$ cat src/rtl/excl_resv_pkg.sv
package excl_resv_pkg;

  // Sources that discard an outstanding reservation.
  typedef struct packed {
    logic soft_rst;
    logic irq;
    logic exc;
    logic brk;
  } kill_src_t;

  localparam int unsigned KILL_SRC_N = $bits(kill_src_t);

endpackage

$ cat src/rtl/resv_kill_merge.sv
module resv_kill_merge
  import excl_resv_pkg::*;
(
  input  kill_src_t src_i,
  input  logic      sc_issue_i,
  output logic      evt_kill_o,
  output logic      any_kill_o
);

  logic [KILL_SRC_N-1:0] flat;
  assign flat = src_i;

  always_comb begin
    evt_kill_o = 1'b0;
    for (int k = 0; k < KILL_SRC_N; k++) begin
      evt_kill_o = evt_kill_o | flat[k];
    end
    any_kill_o = evt_kill_o | sc_issue_i;
  end

endmodule

$ cat src/rtl/resv_hold.sv
module resv_hold #(
  parameter int unsigned TAG_W = 30
) (
  input  logic             clk,
  input  logic             rst_n,
  input  logic             kill_i,
  input  logic             set_i,
  input  logic [TAG_W-1:0] tag_i,
  output logic             open_o,
  output logic [TAG_W-1:0] tag_o
);

  always_ff @(posedge clk) begin
    if (!rst_n) begin
      open_o <= 1'b0;
      tag_o  <= '0;
    end else if (kill_i) begin
      open_o <= 1'b0;
    end else if (set_i) begin
      open_o <= 1'b1;
      tag_o  <= tag_i;
    end
  end

  assert_kill_closes_R9: assert property (@(posedge clk) disable iff (!rst_n)
    kill_i |=> !open_o);

  assert_set_opens_R2: assert property (@(posedge clk) disable iff (!rst_n)
    (set_i && !kill_i) |=> (open_o && tag_o == $past(tag_i)));

  assert_idle_holds_R3: assert property (@(posedge clk) disable iff (!rst_n)
    (!set_i && !kill_i) |=> ($stable(open_o) && $stable(tag_o)));

endmodule

$ cat src/rtl/sc_outcome.sv
module sc_outcome (
  input  logic clk,
  input  logic rst_n,
  input  logic sc_issue_i,
  input  logic open_i,
  output logic go_o,
  output logic carry_o
);

  always_comb begin
    go_o    = 1'b0;
    carry_o = 1'b0;
    if (sc_issue_i) begin
      if (open_i) go_o    = 1'b1;
      else        carry_o = 1'b1;
    end
  end

  assert_one_result_R11: assert property (@(posedge clk) disable iff (!rst_n)
    $onehot0({go_o, carry_o}));

  assert_sc_reports_R5: assert property (@(posedge clk) disable iff (!rst_n)
    sc_issue_i |-> ($countones({go_o, carry_o}) == 1));

endmodule

$ cat src/rtl/excl_resv_tracker.sv
module excl_resv_tracker
  import excl_resv_pkg::*;
#(
  parameter int unsigned ADDR_W     = 32,
  parameter int unsigned WORD_BYTES = 4
) (
  input  logic                           clk,
  input  logic                           rst_n,
  input  logic                           excl_ld_i,
  input  logic                           sc_issue_i,
  input  logic                           soft_rst_i,
  input  logic                           irq_take_i,
  input  logic                           exc_take_i,
  input  logic                           brk_take_i,
  input  logic [31:0]                    addr_i,
  output logic                           store_go_o,
  output logic                           carry_o,
  output logic                           resv_open_o,
  output logic [29:0]                    resv_word_o
);

  localparam int unsigned OFF_W = $clog2(WORD_BYTES);
  localparam int unsigned TAG_W = ADDR_W - OFF_W;

  kill_src_t        srcs;
  logic             evt_kill;
  logic             any_kill;
  logic [TAG_W-1:0] held_tag;
  logic             unused_offset_bits;

  assign srcs = '{soft_rst: soft_rst_i, irq: irq_take_i,
                  exc: exc_take_i, brk: brk_take_i};
  assign unused_offset_bits = ^addr_i[OFF_W-1:0];

  resv_kill_merge u_kill (
    .src_i      (srcs),
    .sc_issue_i (sc_issue_i),
    .evt_kill_o (evt_kill),
    .any_kill_o (any_kill)
  );

  resv_hold #(.TAG_W(TAG_W)) u_hold (
    .clk    (clk),
    .rst_n  (rst_n),
    .kill_i (any_kill),
    .set_i  (excl_ld_i),
    .tag_i  (addr_i[ADDR_W-1:OFF_W]),
    .open_o (resv_open_o),
    .tag_o  (held_tag)
  );

  sc_outcome u_out (
    .clk        (clk),
    .rst_n      (rst_n),
    .sc_issue_i (sc_issue_i),
    .open_i     (resv_open_o),
    .go_o       (store_go_o),
    .carry_o    (carry_o)
  );

  assign resv_word_o = held_tag;

  assert_sc_closes_R7: assert property (@(posedge clk) disable iff (!rst_n)
    sc_issue_i |=> !resv_open_o);

  assert_event_closes_R8: assert property (@(posedge clk) disable iff (!rst_n)
    (soft_rst_i || irq_take_i || exc_take_i || brk_take_i) |=> !resv_open_o);

  assert_sc_after_load_R4: assert property (@(posedge clk) disable iff (!rst_n)
    ($past(excl_ld_i) && !$past(evt_kill) && !$past(sc_issue_i) && sc_issue_i)
      |-> (store_go_o && !carry_o));

  assert_sc_after_kill_R5: assert property (@(posedge clk) disable iff (!rst_n)
    ($past(any_kill) && sc_issue_i) |-> (!store_go_o && carry_o));

endmodule

$ cat config.mk
export PLATFORM = sky130hd
export DESIGN_NAME = excl_resv_tracker
export DESIGN_NICKNAME = d
export VERILOG_FILES = /design/src/rtl/excl_resv_pkg.sv /design/src/rtl/resv_kill_merge.sv /design/src/rtl/resv_hold.sv /design/src/rtl/sc_outcome.sv /design/src/rtl/excl_resv_tracker.sv
export SDC_FILE = /design/constraint.sdc
export NUM_CORES = 1
export LEC_CHECK = 0
export ABC_AREA = 1
export BUFFER_PORTS_ARGS = -buffer_cell sky130_fd_sc_hd__buf_2
export CORE_MARGIN = 1.5
export CORE_UTILIZATION = 39
export DETAILED_ROUTE_END_ITERATION = 7
export HOLD_SLACK_MARGIN = 0.03
export PLACE_DENSITY = 0.75
export SLEW_MARGIN = 10
export SYNTH_ARGS = -nofsm -noshare
export SYNTH_HDL_FRONTEND = slang
export SYNTH_SLANG_ARGS = --single-unit
$ cat constraint.sdc
create_clock -name clk -period 0.9 [get_ports clk]
set_clock_uncertainty 0.2 [all_clocks]
set_input_delay 0.045 -clock clk [delete_from_list [all_inputs] [get_ports clk]]
set_output_delay 0.045 -clock clk [all_outputs]
set_load 0.02 [all_outputs]
Yosys cells after proc, flatten, opt, wreduce, memory -nomap -nowiden. Index checks and enable logic that the tools add are counted. W data, S select, Z words.

Logic and storage cells: 14. Output and inout bits: 33. Input bits: 40. Bits in registers: 31.

Bitwise logic cells: 6. Reductions and logical operators: 2. Muxes and demuxes: 4.

Operator list (count): $mux W1 (4); $or A1 B1 Y1 (4); $not A1 Y1 (2); $reduce_and A2 Y1 (1); $reduce_or A2 Y1 (1).

Logic depth before layout (Yosys ltp). Gate-level depths: netlist of run 1.

Word-level depth: 6. Depth in mapped cells: 6. Gate-level depth less buffers: 5.

Cells and area by module. From an unflattened synthesis of run 1, not the netlist that was laid out.

Cells, all modules: 207. Area total of the unflattened synthesis: 1345.0 um^2.

By module, submodules not included: resv_hold (instances 1, cells each 198, area each 1307.5 um^2, sequential area each 620.6 um^2); resv_kill_merge (instances 1, cells each 5, area each 20.0 um^2, sequential area each 0.0 um^2); sc_outcome (instances 1, cells each 4, area each 17.5 um^2, sequential area each 0.0 um^2).

Least setup slack after synthesis of run 1. Ideal clock, no wire load.

Path type: input port to flip-flop. From: input soft_rst_i. To: register u_hold.tag_o[0]. Path slack: -59 ps. Stages on the path: 5. Library setup time: 113 ps. Data arrival time: 647 ps. Path buffers: 1. Cells stage by stage: nor2_2 -> nand4_4 -> buf_2 -> nor2_1 -> nor2_1.

Longest elaborated chain between the ends: 4.

RTL lines: start: declaration (line excl_resv_tracker.sv:11) `input logic soft_rst_i,`; $or A1 B1 Y1 (line resv_kill_merge.sv:16) `evt_kill_o = evt_kill_o | flat[k];`; $or A1 B1 Y1 (line resv_kill_merge.sv:18) `any_kill_o = evt_kill_o | sc_issue_i;`; $not A1 Y1 (no source line); $reduce_and A2 Y1 (no source line); end signal: assignment (line resv_hold.sv:21) `tag_o <= tag_i;`; end: declaration (line resv_hold.sv:10) `output logic [TAG_W-1:0] tag_o`.

No other way between the ends. A chain may end at the register's enable or synchronous reset.

Final worst setup path of run 1.
From: register u_hold.open_o. To: output carry_o.

Longest elaborated chain between the ends: 2.

RTL lines: start: declaration (line resv_hold.sv:9) `output logic open_o,`; start signal: assignment (line resv_hold.sv:15) `open_o <= 1'b0;`; start signal: assignment (line resv_hold.sv:18) `open_o <= 1'b0;`; start signal: assignment (line resv_hold.sv:20) `open_o <= 1'b1;`; $mux W1 (line sc_outcome.sv:14) `if (open_i) go_o = 1'b1;`; $mux W1 (line sc_outcome.sv:13) `if (sc_issue_i) begin`; end: declaration (line excl_resv_tracker.sv:17) `output logic carry_o,`.

No other way between the ends.

==> results.sh, run 1 <==
export IMPL_critPathCaptureType="output port"
export IMPL_numPortBuffers=70
export IMPL_hold_viol_final=8
export IMPL_syn_cell_area_um2=1310
export IMPL_path_max_fanout=4
export IMPL_yosys_area_top_type="dfxtp_1"
export IMPL_setup_viol=38
export IMPL_coreArea_um2=3130
export IMPL_status="finished, violations left"
export IMPL_hold_buffers=30
export IMPL_initial_core_util_pct=41.9
export IMPL_maxCapViolations=0
export IMPL_dp_cells=309
export IMPL_avgSynthCellArea_um2=6.52
export IMPL_nNetsFinal=347
export IMPL_layout_drive_gt1_share_pct=41.6
export IMPL_min_path_type="in -> reg"
export IMPL_post_drt_wl_per_cell_um=10.3
export IMPL_route_detailed_drc=0
export IMPL_clockRootBuffer="clkbuf_4"
export IMPL_viasPerCell=4.06
export IMPL_ys_warn_count=0
export IMPL_cts_path_max_buffers=2
export IMPL_fin_tns_setup_ps=-4820
export IMPL_synth_top_area_share_pct=47.4
export IMPL_numCtsBuffers=5
export IMPL_p_leak_nw=1.31
export IMPL_crit_reg2reg_launch="u_hold.tag_o[29]"
export IMPL_min_delay_start="brk_take_i"
export IMPL_hpwl_mm=1.88
export IMPL_cp_data_arrival_time_ps=910
export IMPL_grt_use_total_pct=20.2
export IMPL_grt_pass1_wl_mm=5.46
export IMPL_grt_overflow_total=0
export IMPL_postRouteAntennaNets=0
export IMPL_whs_endpoint="u_hold.open_o"
export IMPL_fin_crit_ps=1150
export IMPL_hold_path_depth=4
export IMPL_ys_seq_area_share_pct=47.4
export IMPL_fmax_mhz=869
export IMPL_drtPass1Iterations=4
export IMPL_routed_wl_met3_um=192
export IMPL_setup_ws_ps=-250
export IMPL_worstPathRequired_ps=650
export IMPL_postLayoutCoreUtil_pct=75.9
export IMPL_synthTopCellsByArea="dfxtp_1 47%, nor2_1 18%, nand2_1 17%, inv_1 9.5%, buf_6 2.6%"
export IMPL_tightestPinTransition_ps=558
export IMPL_wl_met1_mm=1.54
export IMPL_fp_dieArea_um2=3720
export IMPL_violations="negative hold slack, negative setup slack"
export IMPL_report_final_slew_viol_count=0
export IMPL_syn_to_final_growth_pct=81.3
export IMPL_h_tree_depth=2
export IMPL_synth_distinct_cells=11
export IMPL_wirelength_mm=3.64
export IMPL_r2r_slack_ps=-80
export IMPL_reg2regPathDepth=5
export IMPL_syn_nets=241
export IMPL_ir_worst_vdd_uv=959
export IMPL_die_x_um=61.0
export IMPL_pwr_density_cell_nw_per_um2=1130
export IMPL_antenna_found_initial=0
export IMPL_grt_max_degree=32
export IMPL_cts_tree="built"
export IMPL_path_clk_slew_ps=90
export IMPL_ios=73
export IMPL_antennaDiodeCount=0
export IMPL_routed_wl_met2_mm=1.85
export IMPL_holdWs_ps=-201
export IMPL_syn_inst=201
export IMPL_vias=1428
export IMPL_rsz0062_at_grt="yes"
export IMPL_drt_iter0_drc=50
export IMPL_place_congestion=0.665
export IMPL_max_slew_margin_pct=62.8
export IMPL_fin_crit_sh_pct=128
export IMPL_cp_start_kind="register"
export IMPL_top_layer_used="met4"
export IMPL_clk_insertion_delay_late_ps=320
export IMPL_yosys_register_bits=31
export IMPL_layoutNonFillerInstCount=352
export IMPL_clkSinkCount=31
export IMPL_grt_pass1_vias=1351
export IMPL_r2r_end="u_hold.tag_o[29]"
export IMPL_die_y_um=61.0
export IMPL_worstSetupPathType="reg -> out"
export IMPL_num_rows=20
-- worst max path at each step --
stage	startpoint	end	slack, ps	cells past startpoint
after floorplan	soft_rst_i	u_hold.tag_o[0]	-20	5
after global placement	sc_issue_i	u_hold.tag_o[0]	-180	7
after detailed placement	soft_rst_i	u_hold.tag_o[18]	-230	7
after CTS	u_hold.open_o	store_go_o	-260	3
after global routing	u_hold.open_o	carry_o	-290	2
final	u_hold.open_o	carry_o	-250	2
-- sequential cells by signal (all words and copies together) (netlist names) --
name and count:
u_hold.tag_o 30, u_hold.open_o 1
-- cell type report --
type	count	area [um2]
Clock buffer	7	65.1
Clock inverter	1	7.51
Fill cell	228	753
Inverter	33	124
Multi-Input combinational cell	128	526
Sequential cell	31	662
Tap cell	44	55.1
Timing Repair Buffer	108	936
-- synth_stat cells, drive strengths merged --
master and count:
nor2 64, nand2 61, inv 33, dfxtp 31, buf 6, clkbuf 3
nand3 1, nand4 1, o21ai 1
-- per-layer routing --
layer / vias up / track usage [%]
met2: 49 / 38.2
met4: 0 / 8.39
met1: 591 / 19.8
met5: - / 0
met3: 6 / 7.04
li1: 782 / -
-- placed cells by master, fill, tap and decap left out --
cell,netlist,layout
dfxtp_4,0,1
clkbuf_8,0,2
o21ai_0,1,1
inv_2,0,4
nand3_1,1,1
dlygate4sd3_1,0,30
buf_2,3,38
buf_12,0,2
dfxtp_2,0,30
clkbuf_4,0,5
clkinvlp_4,0,1
nor2_4,0,2
inv_1,33,29
nor2_1,62,61
nand4_4,1,1
buf_6,3,32
nor2_2,2,1
nand2_1,61,58
nand2_2,0,3
buf_4,0,6
-- cell families after synthesis --
| kind of cell | after synthesis | share of synthesized area [%] |
|---|---|---|
| buffers and inverters | 42 | 14.0 |
| AO/OA/AOI/OAI | 1 | 0.382 |
| AND/OR/NAND/NOR | 127 | 38.2 |
| flip-flops | 31 | 47.4 |
-- through the flow --
stage / hold slack [ps] / setup WS (ps) / power (mW) / cell area [um2]
2_1_floorplan: -22.6 / -18.8 / 1.53 / 1340
3_3_place_gp: 69.2 / -181 / 1.65 / 1720
3_5_place_dp: 73.1 / -225 / 1.65 / 1720
4_1_cts: -210 / -264 / 2.71 / 2330
5_1_grt: -195 / -289 / 2.83 / 2370
6_report: -201 / -250 / 2.70 / 2370
-- power breakdown --
group          leakage [nW]  switching, mW  internal, mW  total, mW
Clock                0.0375          0.482         0.456      0.938
Sequential            0.266         0.0127          1.39       1.40
Combinational          1.00          0.146         0.210      0.356
-- critical path: stages (launching register included) --
cell and delay (ps):
dfxtp_4 360, nor2_2 100, buf_6 130
-- timing repair --
action | 4_1_cts | 5_1_grt
endpoints found under the hold margin | 31 | 19
buffers inserted | 1 | 4
pin swaps | 1 | 1
resized for setup | 94 | 8
setup endpoints to repair | 33 | 49
No activity file was read; power rests on OpenSTA's default activity.
==> run 2, diff against run 1 <==
--- a/config.mk
+++ b/config.mk
@@ -11,8 +11,9 @@
 export CORE_UTILIZATION = 39
 export DETAILED_ROUTE_END_ITERATION = 7
 export HOLD_SLACK_MARGIN = 0.03
-export PLACE_DENSITY = 0.75
+export PLACE_DENSITY = 0.74
 export SLEW_MARGIN = 10
 export SYNTH_ARGS = -nofsm -noshare
 export SYNTH_HDL_FRONTEND = slang
+export SYNTH_HIERARCHICAL = 1
 export SYNTH_SLANG_ARGS = --single-unit
==> constraint.sdc (replaced) <==
create_clock -name clk -period 0.9 [get_ports clk]
set_clock_uncertainty 0.2 [all_clocks]
set_input_delay 0.225 -clock clk [delete_from_list [all_inputs] [get_ports clk]]
set_output_delay 0.225 -clock clk [all_outputs]
set_load 0.02 [all_outputs]
==> results.sh, run 2 <==
export IMPL_pwr_density_cell_nw_per_um2=1040
export IMPL_cts_path_max_buffers=2
export IMPL_drt_iter0_drc=71
export IMPL_hold_viol_final=1
export IMPL_fillers=239
export IMPL_syn_nets=246
export IMPL_min_path_type="in -> reg"
export IMPL_fin_total_pwr_mw=2.67
export IMPL_fmax_mhz=745
export IMPL_vias=1552
export IMPL_top_register="u_hold/tag_o"
export IMPL_tightestPinTransition_ps=252
export IMPL_num_rows=21
export IMPL_setup_viol=64
export IMPL_numCtsBuffers=5
export IMPL_fin_crit_sh_pct=149
export IMPL_layout_common_cells="38 x buf_6, 38 x nor2_1, 34 x buf_2"
export IMPL_cp_start_kind="register"
export IMPL_critPathCaptureType="output port"
export IMPL_cts_tree="built"
export IMPL_viasPerCell=4.58
export IMPL_h_tree_depth=2
export IMPL_top_regs="u_hold/tag_o x30, u_hold/open_o x1"
export IMPL_antennaDiodeCount=0
export IMPL_ir_worst_vdd_uv=841
export IMPL_worstSetupPathType="reg -> out"
export IMPL_postRouteAntennaNets=0
export IMPL_grt_pass1_wl_mm=5.84
export IMPL_cpPeakStageDelay_ps=390
export IMPL_fin_crit_ps=1340
export IMPL_drtPass1Iterations=4
export IMPL_grt_pass1_vias=1276
export IMPL_die_x_um=61.6
export IMPL_grt_max_degree=17
export IMPL_violations="negative hold slack, negative setup slack"
export IMPL_clockRootBuffer="clkbuf_4"
export IMPL_coreArea_um2=3310
export IMPL_syn_to_final_growth_pct=91.5
export IMPL_avgSynthCellArea_um2=6.51
export IMPL_place_congestion=0.711
export IMPL_max_slew_margin_pct=83.2
export IMPL_worstPathRequired_ps=470
export IMPL_r2r_slack_ps=-70
export IMPL_syn_inst=206
export IMPL_route_detailed_drc=0
export IMPL_rsz0062_at_grt="yes"
export IMPL_maxCapViolations=0
export IMPL_wirelength_mm=4.51
export IMPL_layout_drive_gt1_share_pct=65.5
export IMPL_grt_overflow_total=0
export IMPL_syn_cell_area_um2=1340
export IMPL_antenna_found_initial=0
export IMPL_layoutNonFillerInstCount=339
export IMPL_clk_insertion_delay_late_ps=330
export IMPL_r2r_end="u_hold/open_o"
export IMPL_report_final_slew_viol_count=0
export IMPL_clkSinkCount=31
export IMPL_grt_use_total_pct=21.3
export IMPL_startpoint="u_hold/open_o"
export IMPL_die_y_um=61.6
export IMPL_ios=73
export IMPL_ys_warn_count=6
export IMPL_crit_reg2reg_launch="u_hold/open_o"
export IMPL_numPortBuffers=70
export IMPL_worstPathCellList="nand2_2, inv_2, buf_6"
export IMPL_initial_core_util_pct=40.5
export IMPL_worstSetupEndpoint="store_go_o"
export IMPL_slowest_stage="dfxtp_4"
export IMPL_hpwl_mm=2.27
export IMPL_path_max_fanout=4
export IMPL_dp_cells=320
export IMPL_reg2regPathDepth=2
export IMPL_path_clk_slew_ps=100
export IMPL_status="finished, violations left"
export IMPL_largest_reg_flops=30
export IMPL_setup_ws_ps=-443
export IMPL_p_leak_nw=1.24
export IMPL_post_drt_wl_per_cell_um=13.3
export IMPL_cp_data_arrival_time_ps=920
export IMPL_nNetsFinal=333
export IMPL_holdWs_ps=-0.935
export IMPL_fp_dieArea_um2=3800
[run 2: changes by cell type in the layout (fill, tap and decap cells not counted), moves of 4 or more]
cell	previous run	this run
nor2_1	61	38
nand3_1	1	5
nand2_1	58	25
buf_4	6	11
nor2_2	1	19
buf_12	2	6
buf_2	38	34
nand3_2	0	23
buf_6	32	38
dlygate4sd3_1	30	0
nor2_4	2	8
[run 2: report_power, final]
group	internal (mW)	switching (mW)	total [mW]
logic	0.208	0.232	0.440
registers	1.38	0.0150	1.40
clock network	0.361	0.465	0.827
[run 2: cell type report]
type | instances | area (um2) | area share (%)
Clock inverter | 1 | 5.00 | 0.195
Multi-Input combinational cell | 128 | 796 | 31.0
Tap cell | 46 | 57.6 | 2.24
Clock buffer | 6 | 51.3 | 2.00
Inverter | 35 | 136 | 5.31
Timing Repair Buffer | 92 | 858 | 33.4
Sequential cell | 31 | 664 | 25.9
[run 2: stage by stage]
step / area [um2] / hold WS, ps / utilization [%] / setup TNS (ps) / setup slack [ps]
after floorplan: 1460 / 151 / - / -6120 / -207
after global placement: 1910 / 255 / 57.6 / -12210 / -402
after detailed placement: 1910 / 266 / 57.6 / -12690 / -417
after CTS: 2420 / -13.9 / 73.2 / -14540 / -451
after global routing: 2570 / -3.76 / 77.6 / -17260 / -487
final: 2570 / -0.935 / 77.6 / -15460 / -443
[run 2: worst max-delay path: cells and delay by family, from the launching register on]
kind / cells / cell delay [ps]
flip-flops: 1 / 390
buffers and inverters: 2 / 150
AND/OR/NAND/NOR: 1 / 50
[run 2: worst min-delay path by stage]
stage	to	from	cells past startpoint	slack, ps
global route	u_hold/tag_o[24]	addr_i[26]	5	-4
global placement	u_hold/tag_o[23]	u_hold/tag_o[23]	2	260
detailed placement	u_hold/tag_o[16]	u_hold/tag_o[16]	2	270
CTS	u_hold/tag_o[19]	addr_i[21]	5	-10
finish	u_hold/tag_o[2]	addr_i[4]	5	-0.9
floorplan	u_hold/open_o	rst_n	2	150
[run 2: repair_timing]
| item | 4_1_cts | 5_1_grt |
|---|---|---|
| setup endpoints to repair | 64 | 64 |
| pin swaps | 34 | 44 |
| gates resized for setup | 122 | 38 |
| hold endpoints to repair | 29 | 10 |
| setup buffers | 3 | 7 |
| gates cloned | 4 | 0 |
[run 2: routing by layer]
metal  routed length [um]  GRT usage (%)  vias to the layer above
met5                    0              0                        -
met4                   61           9.12                        0
met3                  268           4.83                        7
met2                 2510           34.9                       65
met1                 1670           26.9                      699
li1                     -              -                      781
==> run 3, diff against run 2 <==
--- a/config.mk
+++ b/config.mk
@@ -11,6 +11,7 @@
 export CORE_UTILIZATION = 39
 export DETAILED_ROUTE_END_ITERATION = 7
 export HOLD_SLACK_MARGIN = 0.03
+export MAX_ROUTING_LAYER = met4
 export PLACE_DENSITY = 0.74
 export SLEW_MARGIN = 10
 export SYNTH_ARGS = -nofsm -noshare
==> constraint.sdc (replaced) <==
create_clock -name clk -period 1.1 [get_ports clk]
set_clock_uncertainty 0.2 [all_clocks]
set_input_delay 0.275 -clock clk [delete_from_list [all_inputs] [get_ports clk]]
set_output_delay 0.275 -clock clk [all_outputs]
set_load 0.02 [all_outputs]
==> results.sh, run 3 (synthesis gave the netlist of run 2 again) <==
export IMPL_min_path_type="in -> reg"
export IMPL_grt_pass1_wl_mm=4.90
export IMPL_cpPeakStageDelay_ps=360
export IMPL_status="finished, violations left"
export IMPL_antennaDiodeCount=0
export IMPL_slowest_stage="dfxtp_4"
export IMPL_fp_dieArea_um2=3800
export IMPL_report_final_slew_viol_count=0
export IMPL_grt_overflow_total=0
export IMPL_crit_reg2reg_launch="u_hold/open_o"
export IMPL_postRouteAntennaNets=0
export IMPL_r2r_slack_ps=220
export IMPL_viasPerCell=4.44
export IMPL_num_rows=21
export IMPL_min_delay_start="soft_rst_i"
export IMPL_vias=1462
export IMPL_path_clk_slew_ps=90
export IMPL_p_leak_nw=1.15
export IMPL_setup_ws_ps=-270
export IMPL_clkSinkCount=31
export IMPL_die_y_um=61.6
export IMPL_postLayoutCoreUtil_pct=69.2
export IMPL_tightestPinTransition_ps=250
export IMPL_path_max_fanout=4
export IMPL_place_congestion=0.729
export IMPL_setup_viol=33
export IMPL_initial_core_util_pct=40.5
export IMPL_cp_start_kind="register"
export IMPL_grt_max_degree=17
export IMPL_ir_worst_vdd_uv=525
export IMPL_worstPathRequired_ps=620
export IMPL_cp_top_family="flip-flops"
export IMPL_nNetsFinal=322
export IMPL_fin_crit_sh_pct=125
export IMPL_maxCapViolations=0
export IMPL_coreArea_um2=3310
export IMPL_power_switching_mw=0.550
export IMPL_post_drt_wl_per_cell_um=10.7
export IMPL_cts_tree="built"
export IMPL_p_clk_share_pct=29.8
export IMPL_hpwl_mm=2.16
export IMPL_final_common_cell="nor2_1"
export IMPL_layout_common_cells="57 x nor2_1, 36 x buf_6, 34 x buf_2"
export IMPL_drtPass1Iterations=4
export IMPL_rsz0062_at_grt="yes"
export IMPL_wirelength_mm=3.53
export IMPL_cts_path_max_buffers=2
export IMPL_drt_iter0_drc=42
export IMPL_h_tree_depth=2
export IMPL_startpoint="u_hold/open_o"
export IMPL_fmax_mhz=730
export IMPL_numPortBuffers=70
export IMPL_layout_drive_gt1_share_pct=51.6
export IMPL_clk_insertion_delay_late_ps=320
export IMPL_clockRootBuffer="clkbuf_4"
export IMPL_ios=73
export IMPL_violations="negative setup slack"
export IMPL_p_int_mw=1.53
export IMPL_top_regs="u_hold/tag_o x30, u_hold/open_o x1"
export IMPL_syn_to_final_growth_pct=70.9
export IMPL_post_cts_buffers=0
export IMPL_combinationalPowerShare_pct=15.0
export IMPL_max_slew_margin_pct=83.3
export IMPL_die_x_um=61.6
export IMPL_critPathCaptureType="output port"
export IMPL_pwr_density_cell_nw_per_um2=905
export IMPL_numCtsBuffers=5
export IMPL_worstPathCellList="nor2_2, buf_6"
export IMPL_pwr_share_seq_pct=55.2
export IMPL_worstSetupPathType="reg -> out"
export IMPL_critPathBufInv=1
export IMPL_hold_buffers=1
export IMPL_antenna_found_initial=0
export IMPL_route_detailed_drc=0
export IMPL_top_register="u_hold/tag_o"
export IMPL_fin_crit_ps=1370
export IMPL_grt_pass1_vias=1190
export IMPL_grt_use_total_pct=18.4
export IMPL_holdWs_ps=27.0
export IMPL_hold_viol_final=0
export IMPL_largest_reg_flops=30
export IMPL_fin_tns_setup_ps=-5430
export IMPL_p_sw_share_pct=26.5
export IMPL_cp_data_arrival_time_ps=890
==> run 3: power by group through the flow <==
stage	logic (mW)	clock network, mW	registers, mW
2_1_floorplan	0.126	0	1.19
3_3_place_gp	0.265	0	1.17
3_5_place_dp	0.268	0	1.17
4_1_cts	0.291	0.644	1.15
5_1_grt	0.340	0.710	1.15
6_report	0.311	0.619	1.15
==> run 3: per-layer routing <==
layer / wire length (um) / GRT usage, % / vias to the layer above
met3: 189 / 6.09 / 4
met1: 1490 / 20.2 / 656
met2: 1820 / 30.7 / 41
met4: 32 / 6.99 / 0
li1: - / - / 761
met5: 0 / - / -
==> run 3: path summary, 6_finish.rpt <==
| kind | end | depth (start not counted) |
|---|---|---|
| worst max-delay path | carry_o | 2 |
| worst min-delay path | u_hold/open_o | 4 |
| worst max register to register | u_hold/open_o | 2 |
| worst min register to register | u_hold/tag_o[16] | 2 |
==> run 3: final cells by class <==
class                           count  area, um2
Sequential cell                    31        662
Multi-Input combinational cell    128        636
Tap cell                           46       57.6
Inverter                           35        134
Clock inverter                      3       15.0
Clock buffer                        5       37.5
Timing Repair Buffer               81        751
Fill cell                         303       1020
==> run 3: worst reg2reg max path, cell delays in order (launching register included) <==
cell,delay (ps)
dfxtp_4,360
o21ai_0,160
nor2_1,50
==> run 3: per-stage QoR <==
stage | power, mW | cells | cell area [um2] | setup slack [ps]
CTS | 2.08 | 327 | 2180 | -297
floorplan | 1.31 | 206 | 1450 | -56.9
global placement | 1.43 | 318 | 1880 | -264
global route | 2.20 | 329 | 2290 | -334
finish | 2.08 | 329 | 2290 | -270
detailed placement | 1.44 | 318 | 1880 | -277
==> run 3: repair_timing <==
item,in CTS,in global routing
endpoints found under the hold margin,1,1
endpoints found under the setup margin,33,51
pin swaps,2,10
gates cloned,0,3
resized for setup,94,20
